## src/rtl/kbd_wake_pkg.sv

```systemverilog
package kbd_wake_pkg;
  typedef enum logic {RX_IDLE, RX_BITS} rx_state_e;
  localparam int unsigned SYNC_STAGES = 2;
endpackage

```

## src/rtl/kbd_sync.sv

```systemverilog
module kbd_sync #(
  parameter int unsigned W      = 2,
  parameter int unsigned STAGES = 2
) (
  input  logic         clk_i,
  input  logic         rst_ni,
  input  logic [W-1:0] raw_i,
  output logic [W-1:0] sync_o,
  output logic [W-1:0] fall_o
);
  logic [STAGES-1:0][W-1:0] stg_q;
  logic [W-1:0]             prev_q;

  always_ff @(posedge clk_i or negedge rst_ni) begin
    if (!rst_ni) begin
      stg_q  <= '1;
      prev_q <= '1;
    end else begin
      stg_q  <= {stg_q[STAGES-2:0], raw_i};
      prev_q <= stg_q[STAGES-1];
    end
  end

  assign sync_o = stg_q[STAGES-1];

  for (genvar l = 0; l < W; l++) begin : g_lane
    assign fall_o[l] = prev_q[l] & ~sync_o[l];
  end
endmodule

```

## src/rtl/kbd_idle_timer.sv

```systemverilog
module kbd_idle_timer #(
  parameter int unsigned MAX_US = 145,
  parameter int unsigned CW     = 8
) (
  input  logic          clk_i,
  input  logic          rst_ni,
  input  logic          tick_i,
  input  logic          line_i,
  output logic [CW-1:0] cnt_o
);
  // saturates one above the gap limit so "too long" stays visible
  localparam logic [CW-1:0] SAT = CW'(MAX_US + 1);

  logic [CW-1:0] cnt_q;

  always_ff @(posedge clk_i or negedge rst_ni) begin
    if (!rst_ni)                     cnt_q <= '0;
    else if (!line_i)                cnt_q <= '0;
    else if (tick_i && cnt_q != SAT) cnt_q <= cnt_q + 1'b1;
  end

  assign cnt_o = cnt_q;
endmodule

```

## src/rtl/kbd_frame_rx.sv

```systemverilog
module kbd_frame_rx
  import kbd_wake_pkg::*;
#(
  parameter int unsigned DATA_W      = 8,
  parameter int unsigned IDLE_MIN_US = 115,
  parameter int unsigned IDLE_MAX_US = 145,
  parameter int unsigned CW          = 8,
  parameter int unsigned BW          = 4
) (
  input  logic              clk_i,
  input  logic              rst_ni,
  input  logic              fall_i,
  input  logic              dat_i,
  input  logic [CW-1:0]     hi_cnt_i,
  input  logic [DATA_W-1:0] code_i,
  output logic              hit_o,
  output logic              busy_o,
  output logic [BW-1:0]     bit_cnt_o
);
  localparam int unsigned PAR_IDX = DATA_W + 1;
  localparam int unsigned LAST    = DATA_W + 2;

  rx_state_e         state_q;
  logic [BW-1:0]     cnt_q;
  logic [DATA_W-1:0] shr_q;
  logic              par_q;
  logic              qual, gap;

  assign qual = hi_cnt_i >= CW'(IDLE_MIN_US);
  assign gap  = hi_cnt_i >  CW'(IDLE_MAX_US);

  always_ff @(posedge clk_i or negedge rst_ni) begin
    if (!rst_ni) begin
      state_q <= RX_IDLE;
      cnt_q   <= '0;
      shr_q   <= '0;
      par_q   <= 1'b0;
    end else begin
      case (state_q)
        RX_IDLE: begin
          if (fall_i && qual && !dat_i) begin
            state_q <= RX_BITS;
            cnt_q   <= BW'(1);
          end
        end
        RX_BITS: begin
          if (gap) begin
            state_q <= RX_IDLE;
            cnt_q   <= '0;
          end else if (fall_i) begin
            if (cnt_q <= BW'(DATA_W))        shr_q <= {dat_i, shr_q[DATA_W-1:1]};
            else if (cnt_q == BW'(PAR_IDX)) par_q <= dat_i;
            if (cnt_q == BW'(LAST)) begin
              state_q <= RX_IDLE;
              cnt_q   <= '0;
            end else begin
              cnt_q <= cnt_q + 1'b1;
            end
          end
        end
        default: state_q <= RX_IDLE;
      endcase
    end
  end

  // stop bit is the live sample on the last edge
  assign hit_o = (state_q == RX_BITS) && !gap && fall_i && (cnt_q == BW'(LAST)) &&
                 dat_i && (shr_q == code_i) && (^{shr_q, par_q});

  assign busy_o    = (state_q == RX_BITS);
  assign bit_cnt_o = cnt_q;
endmodule

```

## src/rtl/kbd_wake_det.sv

```systemverilog
module kbd_wake_det
  import kbd_wake_pkg::*;
#(
  parameter int unsigned DATA_W      = 8,
  parameter int unsigned IDLE_MIN_US = 115,
  parameter int unsigned IDLE_MAX_US = 145
) (
  input  logic              clk_i,
  input  logic              rst_ni,
  input  logic              tick_us_i,
  input  logic              kbd_clk_i,
  input  logic              kbd_dat_i,
  input  logic [DATA_W-1:0] scan_code_i,
  input  logic              sts_clr_i,
  input  logic              wake_en_i,
  input  logic              evt_pol_i,
  output logic              wake_sts_o,
  output logic              evt_o
);
  localparam int unsigned FRAME_BITS = DATA_W + 3;
  localparam int unsigned BW         = $clog2(FRAME_BITS);
  localparam int unsigned CW         = $clog2(IDLE_MAX_US + 2);

  logic [1:0]        line_s, line_fall;
  logic [CW-1:0]     hi_cnt;
  logic              rx_hit, rx_busy;
  logic [BW-1:0]     rx_bit_cnt;
  logic              sts_q;

  kbd_sync #(.W(2), .STAGES(SYNC_STAGES)) i_sync (
    .clk_i  (clk_i),
    .rst_ni (rst_ni),
    .raw_i  ({kbd_dat_i, kbd_clk_i}),
    .sync_o (line_s),
    .fall_o (line_fall)
  );

  kbd_idle_timer #(.MAX_US(IDLE_MAX_US), .CW(CW)) i_idle (
    .clk_i  (clk_i),
    .rst_ni (rst_ni),
    .tick_i (tick_us_i),
    .line_i (line_s[0]),
    .cnt_o  (hi_cnt)
  );

  kbd_frame_rx #(
    .DATA_W      (DATA_W),
    .IDLE_MIN_US (IDLE_MIN_US),
    .IDLE_MAX_US (IDLE_MAX_US),
    .CW          (CW),
    .BW          (BW)
  ) i_rx (
    .clk_i     (clk_i),
    .rst_ni    (rst_ni),
    .fall_i    (line_fall[0]),
    .dat_i     (line_s[1]),
    .hi_cnt_i  (hi_cnt),
    .code_i    (scan_code_i),
    .hit_o     (rx_hit),
    .busy_o    (rx_busy),
    .bit_cnt_o (rx_bit_cnt)
  );

  // set beats clear
  always_ff @(posedge clk_i or negedge rst_ni) begin
    if (!rst_ni) sts_q <= 1'b0;
    else         sts_q <= rx_hit | (sts_q & ~sts_clr_i);
  end

  assign wake_sts_o = sts_q;
  assign evt_o      = (sts_q & wake_en_i) ? evt_pol_i : ~evt_pol_i;
endmodule

```

## config.mk

```make
export PLATFORM = sky130hd
export DESIGN_NAME = kbd_wake_det
export DESIGN_NICKNAME = d
export VERILOG_FILES = /design/src/rtl/kbd_wake_pkg.sv /design/src/rtl/kbd_sync.sv /design/src/rtl/kbd_idle_timer.sv /design/src/rtl/kbd_frame_rx.sv /design/src/rtl/kbd_wake_det.sv
export SDC_FILE = /design/constraint.sdc
export NUM_CORES = 1
export LEC_CHECK = 0
export ABC_AREA = 0
export BUFFER_PORTS_ARGS = -buffer_cell sky130_fd_sc_hd__buf_2
export CAP_MARGIN = 20
export CORE_MARGIN = 3
export CORE_UTILIZATION = 40
export CTS_BUF_LIST = sky130_fd_sc_hd__clkbuf_8
export DETAILED_ROUTE_END_ITERATION = 7
export HOLD_SLACK_MARGIN = 0.08
export SLEW_MARGIN = 25
export SYNTH_ARGS = -nofsm -noshare
export SYNTH_HDL_FRONTEND = slang
export SYNTH_SLANG_ARGS = --single-unit
```

## constraint.sdc

```tcl
create_clock -name clk_i -period 4.65 [get_ports clk_i]
set_input_delay 0.465 -clock clk_i [delete_from_list [all_inputs] [get_ports clk_i]]
set_output_delay 0.465 -clock clk_i [all_outputs]
set_load 0.03 [all_outputs]
```

* After elaboration in Yosys (flattened, before gate mapping)
Index checks and enable logic that the tools add are counted.
Storage, ports and cells: word-level logic and storage cells 59, bits in registers 28, input bits 16, output and inout port bits 2
Operators by class: add/subtract/negate cells 2, bitwise logic cells 10, multiplexer cells 13, reduce and logical (&&, ||, !) cells 15, equality and inequality tests 7, magnitude comparators 3
Operator list (number):
- $mux 4 | 4
- $mux 8 | 2
- $logic_and 1x1->1 | 9
- $reduce_xor 9->1 | 1
- $add 8x1->8 const B | 1
- $eq 4x4->1 const B | 2
- $eq 8x8->1 | 1
- $ge 8x7->1 const B | 1
- $gt 8x8->1 const B | 1
- $ne 8x8->1 const B | 1
- $pmux 4 s2 | 1
- $not 1->1 | 6
- $mux 1 | 5
- $reduce_and 5->1 | 1
- $add 4x1->4 const B | 1
- $le 4x4->1 const B | 1
- $ne 2x1->1 const B | 2
- $reduce_and 4->1 | 1
- $and 1x1->1 | 3
- $ne 3x2->1 const B | 1
- $logic_not 1->1 | 2
- $pmux 1 s2 | 1
- $reduce_and 2->1 | 1
- $or 1x1->1 | 1

* Longest topological paths before layout
Gate-level depths: netlist of the first run.
word-level depth 9, mapped depth 7, mapped depth without buffers 7

* Hierarchy
From an unflattened synthesis of the first run, not the netlist that was laid out.
Unflattened totals: cells, all modules 143, area total of the unflattened synthesis 1585.3 um^2
By module, submodules not included:
- kbd_frame_rx | instances 1, seq. area each 350.3 um^2, cells an instance 83, area an instance 895.9 um^2
- kbd_idle_timer | instances 1, seq. area each 200.2 um^2, cells an instance 45, area an instance 439.2 um^2
- kbd_sync | instances 1, seq. area each 157.7 um^2, cells an instance 10, area an instance 200.2 um^2
- kbd_wake_det | instances 1, seq. area each 25.0 um^2, cells an instance 5, area an instance 50.0 um^2

* Worst setup path after synthesis of the first run
Ideal clock, no wire load.
kind reg2reg, start point register i_idle.cnt_q[0], in the netlist i_idle.cnt_o[0], end point register i_rx.shr_q[0], data arrival time 1945 ps, setup time 125 ps, stages on the path, launching flop included 8, setup slack 2580 ps, data required time 4525 ps, period minus slack after synthesis 2070 ps, buffers on the path 0, path through dfrtp_1 -> inv_1 -> ha_1 -> nor2_1 -> o311a_4 -> or3_4 -> a21oi_4 -> mux2_2
Between the ends: cells in the longest elaborated chain, start to end 3
Ends and longest elaborated chain:
- start: declaration | RTL line kbd_idle_timer.sv:14 | logic [CW-1:0] cnt_q;
- start signal: assignment | RTL line kbd_idle_timer.sv:19 | else if (tick_i && cnt_q != SAT) cnt_q <= cnt_q + 1'b1;
- $gt 8x8->1 | RTL line kbd_frame_rx.sv:30 | assign gap = hi_cnt_i > CW'(IDLE_MAX_US);
- $not 1->1 (no line)
- $reduce_and 4->1 (no line)
- end signal: assignment | RTL line kbd_frame_rx.sv:51 | if (cnt_q <= BW'(DATA_W)) shr_q <= {dat_i, shr_q[DATA_W-1:1]};
- end: declaration | RTL line kbd_frame_rx.sv:25 | logic [DATA_W-1:0] shr_q;
Every way passes these cells. A chain may end at the register's enable or synchronous reset.

* Final worst setup path of the first run
start point register i_idle.cnt_q[0], in the netlist i_idle.cnt_o[0], end point register i_rx.par_q
Between the ends: cells in the longest elaborated chain, start to end 3
Ends and longest elaborated chain:
- $gt 8x8->1 | RTL line kbd_frame_rx.sv:30
- $not 1->1 (no line)
- $reduce_and 5->1 (no line)
- end signal: assignment | RTL line kbd_frame_rx.sv:52 | else if (cnt_q == BW'(PAR_IDX)) par_q <= dat_i;
- end: declaration | RTL line kbd_frame_rx.sv:26 | logic par_q;
Every way passes these cells.

==> results.json, run 1 <==
{
  "hold_buffers": 0,
  "hold_viol": 0,
  "hpwl_mm": 1.980,
  "initial_utilization": 0.4336,
  "antenna_found_initial": 0,
  "criticalPathCategory": "flip-flop to flip-flop",
  "cts_tree": "done",
  "maxCapViolations": 0,
  "synth_top_area_cell": "dfrtp_1",
  "final_util": 0.4948,
  "syn-num-nets": 156,
  "r2r_end": "i_rx.par_q",
  "antennaDiodeCount": 0,
  "firstDrtPassIters": 4,
  "grt_overflow": 0,
  "syn_area_um2": 1515,
  "gp_congestion": 0.8635,
  "vias": 1068,
  "area_growth_pct": 14.12,
  "yosys_warnings": 0,
  "post-cts-setup-buffers": 0,
  "finalCritPeriodShare": 0.4874,
  "skew_ps": 2.962,
  "netlist_instances": 136,
  "synth_edf_count": 0,
  "slowest_stage": "dfrtp_1",
  "status": "finished clean",
  "yosys_most_used_dff": "dfrtp_1",
  "slew_headroom": 0.5907,
  "drt-initial-drc-count": 42,
  "finalCriticalPeriod_ps": 2267,
  "holdWs_ps": 198.9,
  "insertion_delay_ps": 270,
  "grt_first_pass_wirelength_mm": 4.478,
  "drt-wirelength-per-cell_um": 12.73,
  "ys_top_cells_by_area": "dfrtp_1, xnor2_1, dfstp_2",
  "fin_ws_ps": 2383,
  "rr_worst_depth": 7,
  "synthDominantCellAreaShare": 0.3799,
  "vias_per_cell": 5.261,
  "power_uw": 466.9,
  "ys_ff_latch": 28,
  "tightest_slew_ps": 613.9,
  "grt_usage": 0.1280,
  "worst-path-max-fanout": 6,
  "die_h_um": 67.55,
  "crit_chain": "inv_1 -> ha_1 -> nor2_1 -> o311a_4 -> or3_4 -> nor4_2 -> mux2_2",
  "antenna_left": 0,
  "worst-path-buf-inv": 1,
  "arrival_ps": 2420,
  "cts.sinks": 28,
  "ir_drop_mv": 0.2169,
  "cts_resized": 0,
  "grt_max_degree": 29,
  "dieWidth_um": 67.55,
  "finalSetupTns_ps": 0,
  "syn_avg_cell_area_um2": 11.14,
  "async_reset_ff_frac": 1.000,
  "p_leak_nw": 0.7770,
  "critPathTopFamily": "simple AND/OR/NAND/NOR gates",
  "dieArea_um2": 4562,
  "timing.reg2reg.setup_slack_ps": 2380,
  "slew_violations": 0,
  "rr_startpoint": "i_idle.cnt_o[0]",
  "cts_buffers": 3,
  "worstSetupStartpointType": "flip-flop",
  "rows": 21,
  "p_per_area_nw_per_um2": 270.0,
  "dpl_worst_slack_ps": 2392,
  "final_nets": 178,
  "clk_pin_slew_ps": 90,
  "cp_slowest_stage_delay_ps": 440,
  "synth_most_common_cell": "dfrtp_1",
  "cp_data_required_time_ps": 4810,
  "core_area_um2": 3495,
  "ys_seq_area_frac": 0.4666,
  "rsz0062_at_grt": "no",
  "fmax_mhz": 441.2,
  "cp-end-kind": "flip-flop",
  "ios": 18,
  "setup_viol": 0,
  "drcViolationCount": 0,
  "n_fill_cell": 311,
  "hold_path.class": "input pin to asynchronous set/reset pin",
  "cts_root_buffer": "clkbuf_8",
  "max-clock-path-buffers": 2,
  "port-buffer-count": 17,
  "layout-drive-gt1-share": 0.2611,
  "synth_commonest_cells": "dfrtp_1, xnor2_1, mux2_2, nand2_1, and2_1",
  "yosysUniqueCellTypes": 35,
  "htree_levels": 1,
  "grt_pass1_vias": 1003,
  "wirelength_mm": 2.585
}
-- metrics by stage --
stage,instances,area (µm²)
2_1_floorplan,136,1515
3_3_place_gp,199,1658
3_5_place_dp,199,1658
4_1_cts,203,1729
5_1_grt,203,1729
6_report,203,1729
-- area by class of cell --
class	instances	area (µm²)	share of cell area
well taps	46	57.56	0.03329
clock buffers	3	41.29	0.02388
flip-flops and latches	28	706.9	0.4088
multi-input cells	102	785.8	0.4544
clock inverters	1	30.03	0.01737
inverters	6	22.52	0.01302
repair buffers	17	85.08	0.04920
-- state kept, by name (all words and copies together), names as in the netlist --
signal,flops
i_sync.sync_o,2
i_sync.prev_q,1
i_sync.stg_q,2
i_rx.shr_q,8
wake_sts_o,1
i_rx.bit_cnt_o,4
i_rx.par_q,1
i_rx.busy_o,1
i_idle.cnt_o,8
-- cells in the final DEF, fill, tap and decap left out, drive strengths merged, types with 2 or more instances in the layout --
master / count
inv: 6
and3: 3
a21boi: 2
mux2: 9
nand3: 5
xnor2: 16
buf: 17
o21ai: 5
nor4: 5
dfstp: 5
nand2b: 2
o32ai: 2
xor2: 7
ha: 4
or3: 4
nand2: 9
clkbuf: 3
dfrtp: 23
a22oi: 2
nor2b: 2
nand4: 3
a21oi: 2
o22ai: 2
and2: 8
-- cells by family after synthesis --
group / share of synthesized area
xor+xnor: 0.1329
mux: 0.06689
simple gates: 0.1784
compound gates: 0.1073
flops: 0.4666
buf+inv: 0.01486
fa+ha+maj: 0.03303
-- routing by layer --
layer / global-route usage / routed length [µm] / vias up
li1: - / - / 532
met3: 0.03494 / 97 / 2
met2: 0.2078 / 1240 / 18
met4: 0.03038 / 16 / 0
met1: 0.1689 / 1232 / 516
met5: 0 / 0 / -
-- how the worst max path moves through the flow --
stage | from | end | slack (ps) | cells past startpoint
floorplan | i_idle.cnt_o[0] | i_rx.shr_q[0] | 2580 | 7
global placement | i_idle.cnt_o[0] | i_rx.par_q | 2460 | 7
detailed placement | i_idle.cnt_o[0] | i_rx.par_q | 2390 | 7
CTS | i_idle.cnt_o[0] | i_rx.par_q | 2370 | 7
global route | i_idle.cnt_o[0] | i_rx.par_q | 2300 | 7
finish | i_idle.cnt_o[0] | i_rx.par_q | 2380 | 7
-- power breakdown --
| part | internal (mW) | switching (mW) |
|---|---|---|
| clock network | 0.115 | 0.0711 |
| logic | 0.0120 | 0.0149 |
| registers | 0.249 | 0.00473 |
No activity file was read; power rests on OpenSTA's default activity.
==> inputs of run 2 (changes only) <==
clock period = 1.95 ns   (was 4.65 ns; I/O delays follow)
==> run 2 against run 1 <==
  * The run now ends with negative setup slack left
  * First-iteration DRC count fell by 2.4%
  * Cell count rose by 12%
  * Setup slack worse by 2500 ps
  * Sequential share of layout area is 6.6 points lower
  * Global-route usage grew 3.2 points
  * Critical path type unchanged
==> results.json, run 2 (synthesis gave the netlist of run 1 again) <==
{
  "antennaDiodeCount": 0,
  "htree_levels": 1,
  "post-route-cell-area_um2": 2059,
  "maxCapViolations": 0,
  "post-place-cells": 215,
  "cts_tree": "done",
  "status": "complete, but fails checks",
  "cp-end-kind": "flip-flop",
  "slew_headroom": 0.5829,
  "drt-wirelength-per-cell_um": 14.66,
  "fin_ws_ps": -134.6,
  "grt_first_pass_wirelength_mm": 5.499,
  "hold_viol": 0,
  "setup_viol": 9,
  "dieWidth_um": 67.55,
  "grt_pass1_vias": 1191,
  "rows": 21,
  "port-buffer-count": 17,
  "hold_path.class": "input pin to flip-flop",
  "insertion_delay_ps": 280,
  "antenna_left": 0,
  "placedInstanceArea_um2": 1778,
  "wirelength_mm": 3.328,
  "hpwl_mm": 2.240,
  "stdcell_count": 227,
  "firstDrtPassIters": 4,
  "dpl_worst_slack_ps": -190.8,
  "violations": "negative setup slack",
  "grt_overflow": 0,
  "vias_per_cell": 4.982,
  "layout_common_cells": "dfrtp_1, buf_4, buf_2",
  "max-clock-path-buffers": 2,
  "p_per_area_nw_per_um2": 569.4,
  "cp_slowest_stage_delay_ps": 410,
  "slowest_stage": "dfrtp_1",
  "tightest_slew_ps": 625.6,
  "skew_ps": 3.342,
  "worst-path-buf-inv": 2,
  "layout-drive-gt1-share": 0.4144,
  "core_area_um2": 3495,
  "grt_max_degree": 29,
  "cp_data_required_time_ps": 2120,
  "p_leak_nw": 0.9161,
  "critPathTopFamily": "compound AO/OA/AOI/OAI gates",
  "crit_chain": "inv_2 -> ha_1 -> nor2_1 -> o311a_4 -> or3_4 -> a21oi_4 -> buf_12 -> mux2_4",
  "cts.sinks": 28,
  "slew_violations": 0,
  "initial_utilization": 0.4336,
  "worst-path-max-fanout": 8,
  "die_h_um": 67.55,
  "finalCriticalPeriod_ps": 2085,
  "ios": 18,
  "drcViolationCount": 0,
  "ir_drop_mv": 0.4553,
  "criticalPathCategory": "flip-flop to flip-flop",
  "arrival_ps": 2250,
  "clk_pin_slew_ps": 100,
  "cts_buffers": 3,
  "gp_congestion": 0.7948,
  "antenna_found_initial": 0,
  "rsz0062_at_grt": "yes",
  "fmax_mhz": 479.7,
  "vias": 1131,
  "worstSetupStartpointType": "flip-flop",
  "grt_usage": 0.1598,
  "area_growth_pct": 35.92,
  "finalCritPeriodShare": 1.069,
  "final_nets": 202,
  "final_common_cell": "dfrtp_1",
  "drt-initial-drc-count": 41,
  "cts_root_buffer": "clkbuf_8",
  "dieArea_um2": 4562
}
## run 2: cell types whose count changed in the layout (fill, tap and decap cells not counted), sizes merged
cell / before / now
buf: 17 / 38
dlygate4sd3: 0 / 3
## run 2: area by class of cell
| cell class | instances | area, µm² |
|---|---|---|
| clock buffer | 3 | 41.29 |
| clock inverter | 1 | 30.03 |
| fill | 294 | 1435 |
| inverter | 6 | 22.52 |
| multi-input combinational | 102 | 915.9 |
| sequential | 28 | 706.9 |
| tap | 46 | 57.56 |
| timing repair buffer | 41 | 285.3 |
## run 2: final timing paths
| path | slack [ps] | endpoint | depth (start not counted) | from |
|---|---|---|---|---|
| hold reg to reg | 360 | i_sync.sync_o[1] | 0 | i_sync.stg_q[1] |
| min in group asynchronous | 460 | i_idle.cnt_o[6] | 2 | rst_ni |
| setup reg to reg | -130 | i_rx.shr_q[3] | 8 | i_idle.cnt_o[1] |
| max in group asynchronous | 1090 | i_idle.cnt_o[3] | 2 | rst_ni |
| hold / removal | 100 | wake_sts_o | 2 | sts_clr_i |
| setup / recovery | -130 | i_rx.shr_q[3] | 8 | i_idle.cnt_o[1] |
## run 2: timing repair
item                                    4_1_cts  5_1_grt
hold buffers                                  3        0
endpoints found under the setup margin       12       14
pin swaps                                     6        8
endpoints found under the hold margin        25        0
buffers inserted                              6        1
resized for setup                            14       12
## run 2: power breakdown
group	total (mW)	internal [mW]	switching, mW
Sequential	0.601	0.594	0.00735
Clock	0.457	0.275	0.182
Combinational	0.115	0.0591	0.0555
Total	1.17	0.928	0.245
## run 2: layer usage
metal  vias up  wire length [µm]  global-route usage
li1        569                 -                   -
met1       541              1419              0.1960
met2        19              1780              0.2831
met3         2               119             0.04326
met4         0                 8             0.02532
met5         -                 0                   0
## run 2: worst reg2reg max path, stage by stage, from the launching register on
cell     delay (ps)
dfrtp_1         410
inv_2            90
ha_1            140
nor2_1           50
o311a_4         310
or3_4           370
a21oi_4         150
buf_12          150
mux2_4          310
## run 2: per-stage QoR
| stage | utilization | total power [mW] | TNS [ps] | hold WS [ps] |
|---|---|---|---|---|
| floorplan | - | 0.6432 | -994.3 | -100.6 |
| finish | 0.5893 | 1.173 | -1084 | 104.6 |
| detailed placement | 0.5088 | 0.6962 | -1563 | 244.3 |
| global placement | 0.5088 | 0.6922 | -1099 | 240.6 |
| global route | 0.5893 | 1.222 | -1772 | 100.2 |
| CTS | 0.5693 | 1.183 | -1492 | 98.03 |
==> inputs of run 3 (changes only) <==
REMOVE_ABC_BUFFERS = 1   (was not set)
SETUP_SLACK_MARGIN = 0.15   (was not set)
SYNTH_HIERARCHICAL = 1   (was not set)
==> run 3 against run 2 <==
  * The run now ends clean
  * Global-route usage down 1.1 points
  * Register-to-register slack better by 310 ps
  * Critical endpoint is now i_rx/shr_q[7]
  * Utilization down 4.8 points
==> results.json, run 3 <==
{
  "n_fill_cell": 317,
  "timing.reg2reg.setup_slack_ps": 180,
  "vias": 1144,
  "hold_viol": 0,
  "power_mw": 1.030,
  "p_leak_nw": 0.8424,
  "initial_utilization": 0.4389,
  "slew_violations": 0,
  "antenna_left": 0,
  "vias_per_cell": 5.200,
  "p_per_area_nw_per_um2": 540.8,
  "grt_pass1_vias": 1090,
  "cts_buffers": 3,
  "rr_worst_depth": 6,
  "skew_ps": 2.292,
  "cts_root_buffer": "clkbuf_8",
  "fin_ws_ps": 178.8,
  "gp_congestion": 0.8484,
  "hpwl_mm": 2.109,
  "insertion_delay_ps": 270,
  "dpl_worst_slack_ps": 102.8,
  "cts.sinks": 28,
  "cts_tree": "done",
  "layout-drive-gt1-share": 0.3391,
  "min_to": "wake_sts_o",
  "final_common_cell": "dfrtp_1",
  "dieWidth_um": 68.16,
  "p_comb_frac": 0.071,
  "worst-path-buf-inv": 1,
  "max-clock-path-buffers": 2,
  "port-buffer-count": 17,
  "p_int_uw": 808.2,
  "drt-initial-drc-count": 91,
  "finalCritPeriodShare": 0.9083,
  "drt-wirelength-per-cell_um": 14.28,
  "r2r_end": "i_rx/shr_q[7]",
  "drcViolationCount": 0,
  "netlist_instances": 141,
  "hp-start": "sts_clr_i",
  "holdWs_ps": 189.7,
  "finalCriticalPeriod_ps": 1771,
  "clk_pin_slew_ps": 90,
  "finalSetupTns_ps": 0,
  "fmax_mhz": 564.6,
  "antennaDiodeCount": 0,
  "rows": 21,
  "slowest_stage": "dfrtp_1",
  "layout_common_cells": "dfrtp_1, buf_2, xnor2_1",
  "ios": 18,
  "setup_viol": 0,
  "arrival_ps": 1930,
  "ir_drop_mv": 0.4458,
  "syn_area_um2": 1545,
  "die_h_um": 68.16,
  "critPathTopFamily": "compound AO/OA/AOI/OAI gates",
  "criticalPathCategory": "flip-flop to flip-flop",
  "final_util": 0.5412,
  "grt_overflow": 0,
  "syn_avg_cell_area_um2": 10.96,
  "seq_area_um2": 706.9,
  "switchingPower_uw": 222.3,
  "htree_levels": 1,
  "crit_chain": "o31a_1 -> o31ai_4 -> nand3_2 -> a21oi_4 -> buf_12 -> mux2_4",
  "hold_depth": 3,
  "cp_data_required_time_ps": 2110,
  "worstSetupStartpointType": "flip-flop",
  "rsz0062_at_grt": "yes",
  "status": "finished clean",
  "pwr-share-clk": 0.344,
  "worst-path-max-fanout": 8,
  "grt_first_pass_wirelength_mm": 5.168,
  "cp-end-kind": "flip-flop",
  "maxCapViolations": 0,
  "grt_usage": 0.1490,
  "final_nets": 193,
  "antenna_found_initial": 0,
  "switching_share": 0.2157,
  "slew_headroom": 0.5839,
  "multi_input_area_um2": 842.1,
  "rr_startpoint": "i_idle/cnt_o[2]",
  "core_area_um2": 3521,
  "yosys_warnings": 6,
  "grt_max_degree": 29,
  "cp_slowest_stage_delay_ps": 400,
  "firstDrtPassIters": 4,
  "hold_path.class": "input pin to flip-flop",
  "wirelength_mm": 3.142,
  "area_growth_pct": 23.32,
  "dieArea_um2": 4645,
  "tightest_slew_ps": 624.2,
  "pwr-share-seq": 0.585
}
-- run 3: cell count changes in the layout (fill, tap and decap cells not counted), sizes merged, moves of 4 or more --
cell / previous run / this run
nor2b: 2 / 6
o31ai: 0 / 5
buf: 38 / 29
xnor2: 16 / 12
a21oi: 2 / 8
and2: 8 / 0
-- run 3: final cells by class --
type                       instances  area share
sequential                        28      0.3710
inverter                           7     0.01379
tap                               46     0.03020
timing repair buffer              32      0.1142
multi-input combinational        103      0.4419
clock buffer                       4     0.02889
-- run 3: how the worst max path moves through the flow --
stage / from / to / cells after the start
2_1_floorplan: i_idle/cnt_o[3] / i_rx/shr_q[0] / 5
3_3_place_gp: i_idle/cnt_o[3] / i_rx/shr_q[3] / 5
3_5_place_dp: i_idle/cnt_o[3] / i_rx/shr_q[1] / 5
4_1_cts: i_idle/cnt_o[1] / i_rx/shr_q[1] / 6
5_1_grt: i_idle/cnt_o[2] / i_rx/shr_q[1] / 6
6_report: i_idle/cnt_o[2] / i_rx/shr_q[7] / 6
-- run 3: power groups by stage --
stage / clock, mW / combinational [mW] / sequential (mW)
2_1_floorplan: 0 / 0.0284 / 0.613
3_3_place_gp: 0 / 0.0674 / 0.613
3_5_place_dp: 0 / 0.0683 / 0.614
4_1_cts: 0.364 / 0.0733 / 0.603
5_1_grt: 0.387 / 0.0815 / 0.604
6_report: 0.354 / 0.0734 / 0.603
-- run 3: worst reg2reg max path, delay by kind of cell, from the launching register on --
kind                   cells  cell delay, ps
muxes                      1             300
buffers and inverters      1             150
and+or+nand+nor            1             120
AOI/OAI and AO/OA          3             690
DFF                        1             400
-- run 3: repair_timing --
action,4_1_cts,5_1_grt
gates resized for setup,10,1
setup buffers,3,1
endpoints found under the hold margin,25,0
hold buffers,3,0
setup endpoints to repair,8,13
pin swaps,3,4
-- run 3: per-layer routing --
layer,share of wire,vias up,GRT usage
li1,-,569,-
met1,0.46,546,0.2010
met2,0.50,25,0.2395
met3,0.036,4,0.03120
met4,0.0099,0,0.04467
met5,0,-,0
-- run 3: per-stage QoR --
step / instance area [µm²] / instances
3_5_place_dp: 1729 / 209
5_1_grt: 1906 / 220
2_1_floorplan: 1526 / 138
6_report: 1906 / 220
3_3_place_gp: 1729 / 209
4_1_cts: 1892 / 219
